[src/rtl/audclk_pkg.sv]
package audclk_pkg;

  typedef enum logic [1:0] {
    SPD_NORMAL = 2'b00,
    SPD_DOUBLE = 2'b01,
    SPD_QUAD   = 2'b10,
    SPD_RSVD   = 2'b11
  } speed_e;

  localparam int unsigned FRAME_BITS = 64;
  localparam int unsigned BIT_W      = $clog2(FRAME_BITS);
  localparam int unsigned DIV_W      = 4;

  // Bit-clock divisor = (master clocks per sample) / FRAME_BITS
  function automatic logic [DIV_W-1:0] bick_div(input speed_e spd, input logic [1:0] sel);
    logic [DIV_W-1:0] d;
    case (spd)
      SPD_DOUBLE: begin
        case (sel)
          2'b00:   d = DIV_W'(2);
          2'b01:   d = DIV_W'(3);
          default: d = DIV_W'(4);
        endcase
      end
      SPD_QUAD: d = DIV_W'(2);
      default: begin
        case (sel)
          2'b01:   d = DIV_W'(6);
          2'b10:   d = DIV_W'(8);
          default: d = DIV_W'(4);
        endcase
      end
    endcase
    return d;
  endfunction

endpackage

[src/rtl/audclk_cfg_decode.sv]
module audclk_cfg_decode
  import audclk_pkg::*;
(
  input  logic [1:0]       speed_i,
  input  logic [1:0]       ratio_i,
  output logic [DIV_W-1:0] div_o
);

  speed_e spd;

  always_comb begin
    spd   = speed_e'(speed_i);
    div_o = bick_div(spd, ratio_i);
  end

endmodule

[src/rtl/audclk_mclk_watch.sv]
module audclk_mclk_watch #(
  parameter int unsigned SYNC_STAGES = 2,
  parameter int unsigned TIMEOUT     = 16
) (
  input  logic clk_i,
  input  logic rst_ni,
  input  logic mclk_i,
  output logic mclk_rise_o,
  output logic alive_o
);

  localparam int unsigned CNT_W = (TIMEOUT > 2) ? $clog2(TIMEOUT) : 1;

  logic [SYNC_STAGES-1:0] sync_q;
  logic                   prev_q;
  logic [CNT_W-1:0]       idle_q;
  logic                   alive_q;
  logic                   any_edge;

  always_comb begin
    any_edge    = sync_q[SYNC_STAGES-1] ^ prev_q;
    mclk_rise_o = sync_q[SYNC_STAGES-1] & ~prev_q;
    alive_o     = alive_q;
  end

  always_ff @(posedge clk_i) begin
    if (!rst_ni) begin
      sync_q  <= '0;
      prev_q  <= 1'b0;
      idle_q  <= '0;
      alive_q <= 1'b0;
    end else begin
      sync_q <= {sync_q[SYNC_STAGES-2:0], mclk_i};
      prev_q <= sync_q[SYNC_STAGES-1];
      if (any_edge) begin
        idle_q  <= '0;
        alive_q <= 1'b1;
      end else if (idle_q == CNT_W'(TIMEOUT - 1)) begin
        alive_q <= 1'b0;
      end else begin
        idle_q <= idle_q + 1'b1;
      end
    end
  end


  alive_needs_edge_chk: assert property (@(posedge clk_i) disable iff (!rst_ni)
    $rose(alive_q) |-> $past(any_edge));


  alive_drop_after_quiet_chk: assert property (@(posedge clk_i) disable iff (!rst_ni)
    $fell(alive_q) |-> !$past(any_edge));

endmodule

[src/rtl/audclk_divider.sv]
module audclk_divider
  import audclk_pkg::*;
(
  input  logic             clk_i,
  input  logic             rst_ni,
  input  logic             run_i,
  input  logic             mclk_rise_i,
  input  logic [DIV_W-1:0] div_req_i,
  output logic             bick_o,
  output logic             lrck_o,
  output logic             valid_o
);

  logic [DIV_W-1:0] div_act_q;
  logic [DIV_W-1:0] pc_q, pc_n;
  logic [BIT_W-1:0] bit_q, bit_n;
  logic             bick_q, lrck_q, valid_q, clean_q;
  logic             mismatch, pc_wrap, frame_wrap;

  always_comb begin
    mismatch   = (div_req_i != div_act_q);
    pc_wrap    = mclk_rise_i && (pc_q == div_act_q - 1'b1);
    frame_wrap = pc_wrap && (bit_q == BIT_W'(FRAME_BITS - 1));
    pc_n       = pc_wrap ? '0 : pc_q + 1'b1;
    bit_n      = bit_q + 1'b1;
    bick_o     = bick_q;
    lrck_o     = lrck_q;
    valid_o    = valid_q;
  end

  always_ff @(posedge clk_i) begin
    if (!rst_ni) begin
      div_act_q <= DIV_W'(4);
      pc_q      <= '0;
      bit_q     <= '0;
      bick_q    <= 1'b0;
      lrck_q    <= 1'b0;
      valid_q   <= 1'b0;
      clean_q   <= 1'b1;
    end else if (!run_i) begin
      div_act_q <= div_req_i;
      pc_q      <= '0;
      bit_q     <= '0;
      bick_q    <= 1'b0;
      lrck_q    <= 1'b0;
      valid_q   <= 1'b0;
      clean_q   <= 1'b1;
    end else begin
      if (mismatch) begin
        valid_q <= 1'b0;
        clean_q <= 1'b0;
      end
      if (mclk_rise_i) begin
        pc_q   <= pc_n;
        bick_q <= (pc_n >= div_act_q - (div_act_q >> 1));
        if (pc_wrap) begin
          bit_q  <= bit_n;
          lrck_q <= bit_n[BIT_W-1];
        end
        if (frame_wrap) begin
          clean_q <= 1'b1;
          if (mismatch) begin
            div_act_q <= div_req_i;
            valid_q   <= 1'b0;
          end else begin
            valid_q <= clean_q;
          end
        end
      end
    end
  end


  bick_on_mclk_chk: assert property (@(posedge clk_i) disable iff (!rst_ni)
    $rose(bick_q) |-> $past(mclk_rise_i));


  lrck_on_bick_fall_chk: assert property (@(posedge clk_i) disable iff (!rst_ni)
    (run_i && $past(run_i) && !$stable(lrck_q)) |-> $fell(bick_q));


  valid_drop_chk: assert property (@(posedge clk_i) disable iff (!rst_ni)
    mismatch |=> !valid_q);


  reload_at_frame_chk: assert property (@(posedge clk_i) disable iff (!rst_ni)
    (run_i && $past(run_i) && !$stable(div_act_q)) |-> $past(frame_wrap));


  valid_at_frame_end_chk: assert property (@(posedge clk_i) disable iff (!rst_ni)
    $rose(valid_q) |-> $past(frame_wrap));

endmodule

[src/rtl/audclk_master_gen.sv]
module audclk_master_gen
  import audclk_pkg::*;
#(
  parameter int unsigned SYNC_STAGES = 2,
  parameter int unsigned WDOG_CYCLES = 16
) (
  input  logic       clk_i,
  input  logic       rst_ni,
  input  logic       mclk_i,
  input  logic       pd_i,
  input  logic [1:0] speed_i,
  input  logic [1:0] ratio_i,
  output logic       bick_o,
  output logic       lrck_o,
  output logic       valid_o
);

  logic [DIV_W-1:0] div_req;
  logic             mclk_rise, alive, run;

  audclk_cfg_decode i_decode (
    .speed_i (speed_i),
    .ratio_i (ratio_i),
    .div_o   (div_req)
  );

  audclk_mclk_watch #(
    .SYNC_STAGES (SYNC_STAGES),
    .TIMEOUT     (WDOG_CYCLES)
  ) i_watch (
    .clk_i       (clk_i),
    .rst_ni      (rst_ni),
    .mclk_i      (mclk_i),
    .mclk_rise_o (mclk_rise),
    .alive_o     (alive)
  );

  always_comb run = alive && !pd_i;

  audclk_divider i_div (
    .clk_i       (clk_i),
    .rst_ni      (rst_ni),
    .run_i       (run),
    .mclk_rise_i (mclk_rise),
    .div_req_i   (div_req),
    .bick_o      (bick_o),
    .lrck_o      (lrck_o),
    .valid_o     (valid_o)
  );


  pd_idle_chk: assert property (@(posedge clk_i) disable iff (!rst_ni)
    pd_i |=> (!bick_o && !lrck_o && !valid_o));


  dead_mclk_idle_chk: assert property (@(posedge clk_i) disable iff (!rst_ni)
    !alive |=> (!bick_o && !valid_o));

endmodule

[config.mk]
export PLATFORM = sky130hd
export DESIGN_NAME = audclk_master_gen
export DESIGN_NICKNAME = d
export VERILOG_FILES = /design/src/rtl/audclk_pkg.sv /design/src/rtl/audclk_cfg_decode.sv /design/src/rtl/audclk_mclk_watch.sv /design/src/rtl/audclk_divider.sv /design/src/rtl/audclk_master_gen.sv
export SDC_FILE = /design/constraint.sdc
export NUM_CORES = 1
export LEC_CHECK = 0
export ABC_AREA = 1
export BUFFER_PORTS_ARGS = -buffer_cell sky130_fd_sc_hd__buf_2
export CAP_MARGIN = 10
export CORE_ASPECT_RATIO = 1.4
export CORE_MARGIN = 2
export CORE_UTILIZATION = 43
export DETAILED_ROUTE_END_ITERATION = 8
export PLACE_DENSITY_LB_ADDON = 0.25
export SLEW_MARGIN = 10
export SYNTH_ARGS = -nofsm -noshare
export SYNTH_HDL_FRONTEND = slang
export SYNTH_SLANG_ARGS = --single-unit
[constraint.sdc]
create_clock -name clk_i -period 3.55 [get_ports clk_i]
set_input_delay 0.71 -clock clk_i [delete_from_list [all_inputs] [get_ports clk_i]]
set_output_delay 0.71 -clock clk_i [all_outputs]
set_load 0.03 [all_outputs]
==> run_results.csv <==
group,metric,value,unit
status,status,"complete, no violations",
sta,setup_viol,0,
setup_path,path_class,"flop to flop",
final_layout,nFillCells,371,
synthesis,syn-cell-area,1560,um2
die,boundaryPins,11,
global_routing,grt_pass1_wl,4690,um
clocking,clkLatencyLatePin,0.28,ns
global_routing,grt_max_degree,16,
placed_design,gp_congestion,0.816,
sta,final.period_utilization,0.743,
sta,clock_skew,0.00279,ns
die,chipHeight,75.3,um
sta,fin_crit,2.64,ns
synthesis,synth_edf_count,0,
synthesis,yosysWarnings,0,
final_layout,final_nets,257,
final_layout,multiInputGateArea,912,um2
final_layout,regArea,500,um2
synthesis,ys_seq_elements,25,
worst_hold_path,min_from,"i_watch.sync_q[0]$_SDFF_PN0_",
sta,fin_tns_setup,0,ns
sta,max_freq,379,MHz
drt,wl_per_cell,10.3,um
clocking,cts_buffers,3,
setup_path,slowest_stage,"dfxtp_1",
placed_design,port_buffers,10,
die,coreArea,3440,um2
placed_design,place_hpwl,2240,um
final_layout,utilization,0.492,
worst_hold_path,hold_path.class,"flop to flop",
clocking,cts_tree,"built",
placed_design,dp_slack,0.910,ns
synthesis,synth.distinct_cells,28,
sta,fin_ws,0.912,ns
pwr,power.leakage,0.859,nW
sta,finalMaxSlewViolations,0,
global_routing,overflow,0,
sta,hold_violations,0,
drt,drt_wl_total,2780,um
setup_path,crit_arrival,2.79,ns
final_layout,n_antenna_cell,0,
synthesis,synth-main-ff-cell,"dfxtp_1",
die,die_area,4140,um2
setup_path,crit_fanout,13,
clocking,clk_pin_slew_worst_paths,0.09,ns
setup_path,path_cells,"inv_1 -> ha_1 -> nand2_1 -> inv_1 -> nor2_1 -> nand2_1 -> nor2_2 -> nand2_2 -> inv_2 -> or2_1 -> ha_1 -> inv_1 -> a21boi_0 -> o21a_1 -> o21ai_0 -> a31oi_1",
pwr,power,0.579,mW
setup_path,max_stage_delay,0.46,ns
sta,rsz0062_at_grt,"false",
global_routing,antenna_found_initial,0,
synthesis,synth_nets,245,
synthesis,syn-instance-count,220,
pwr,irDropWorstVdd,0.267,mV
synthesis,ys_seq_area_frac,0.320,
drt,initialDrtViolationCount,21,
die,start_util,0.454,
drt,via_per_inst,4.81,
setup_path,crit_top_cell,"inv_1",
global_routing,grt_util_all_layers,0.154,
sta,hold-worst-slack,0.430,ns
setup_path,endpoint_kind,"flop",
synthesis,synth_area_per_cell,7.10,um2
drt,drc,0,
setup_path,reg2reg_from,"i_div.div_act_q[1]$_SDFFE_PN0P_",
run,max-cap-violations,0,
die,core.rowCount,25,
clocking,htreeDepth,1,
clocking,cts_hold_buf,0,
synthesis,synth_async_sr_flop_share,0,
sta,slew_headroom,0.753,
clocking,cts_num_sinks,25,
final_layout,drive_above_1_share,0.108,
final_layout,area_delta_synth_final,8.33,%
setup_path,critPathRequiredTime,3.71,ns
pwr,p_per_area,342,nW/um2
drt,first_pass_iters,4,
drt,final_antenna_net_count,0,
drt,vias,1304,
clocking,postCtsSetupRepairBufs,0,
clocking,post_cts_resized,0,
clocking,cts.path.max_buffers,2,
die,dieWidth,55.0,um
sta,worstMarginPinSlew,0.371,ns
setup_path,cp-startpoint,"i_div.div_act_q[1]$_SDFFE_PN0P_",
clocking,cts-root-buf,"clkbuf_8",
setup_path,cp-start-kind,"flop",
global_routing,grt_pass1_vias,1175,
metal layers:
layer / global-route usage / vias to the layer above / wire [um]
li1: - / 716 / -
met1: 0.181 / 571 / 1330
met2: 0.271 / 12 / 1330
met3: 0.0235 / 5 / 60
met4: 0.0650 / 0 / 50
met5: 0 / - / 0
layout by cell type (no fill, tap or decap), types with 2 or more instances in the layout:
cell type and n:
nand2_1 56, inv_1 32, dfxtp_1 25, nor2_1 18, ha_1 16, nand3_1 12
o21ai_0 12, a21oi_1 10, buf_2 10, xor2_1 6, nand4_1 4, inv_2 3
nor3_1 3, clkbuf_8 3, nor2_2 2, nand2_2 2, or2_1 2, xnor2_1 2
a21boi_0 2, o21a_1 2
synth_stat cells, drive strengths merged (4+ instances only):
library cell	instances	area (um2)
nor3	4	31.3
o21ai	13	68.8
ha	16	200
nand3	12	60.1
inv	35	131
nand2	59	234
xor2	6	52.6
nor2	20	80.1
nand4	4	25.0
a21oi	11	58.8
dfxtp	25	500
report_power, final:
group | internal (mW) | leakage (nW) | switching [mW]
clock network | 0.0798 | 0.0217 | 0.0970
logic | 0.0435 | 0.634 | 0.0594
registers | 0.289 | 0.203 | 0.00978
state kept, by name (all words and copies together), names as in the netlist:
signal,flops
i_div.bit_q,5
i_div.div_act_q,4
i_div.pc_q,4
i_watch.idle_q,4
i_watch.sync_q,2
i_div.bick_o,1
i_div.clean_q,1
i_div.lrck_o,1
i_div.valid_o,1
i_watch.alive_o,1
i_watch.prev_q,1
worst paths after layout:
| kind | end | slack [ns] | cells after the start |
|---|---|---|---|
| min reg2reg | i_watch.sync_q[1]$_SDFF_PN0_ | 0.43 | 2 |
| max reg2reg | i_div.bick_o$_SDFFE_PN0P_ | 0.91 | 16 |
| max | i_div.bick_o$_SDFFE_PN0P_ | 0.91 | 16 |
| min | i_watch.sync_q[1]$_SDFF_PN0_ | 0.43 | 2 |
metrics by stage:
step	cell area [um2]	cells
floorplan	1560	220
global placement	1640	267
detailed placement	1640	267
CTS	1690	271
global route	1690	271
finish	1690	271
kinds of logic (layout without fill, tap and decap cells):
group | count (synthesis) | after routing | share of synthesized area
adders and majority gates | 17 | 17 | 0.141
xor gates and xnor gates | 8 | 8 | 0.0448
AOI/OAI and AO/OA | 30 | 30 | 0.110
buffers and inverters | 38 | 49 | 0.0961
and+or+nand+nor | 102 | 102 | 0.288
DFF | 25 | 25 | 0.320
worst max-delay path, delay by kind of cell, from the launching register on:
kind / cells / cell delay (ns)
DFF: 1 / 0.46
and+or+nand+nor: 6 / 0.66
adders and majority gates: 2 / 0.61
AOI/OAI and AO/OA: 4 / 0.47
buffers and inverters: 4 / 0.33
cell type report:
cell class	count	area share
clock buffer	3	0.0244
tap	40	0.0296
sequential	25	0.296
multi-input combinational	157	0.539
inverter	35	0.0776
clock inverter	1	0.00443
timing repair buffer	10	0.0296
Power figures use the tool's default switching activity.
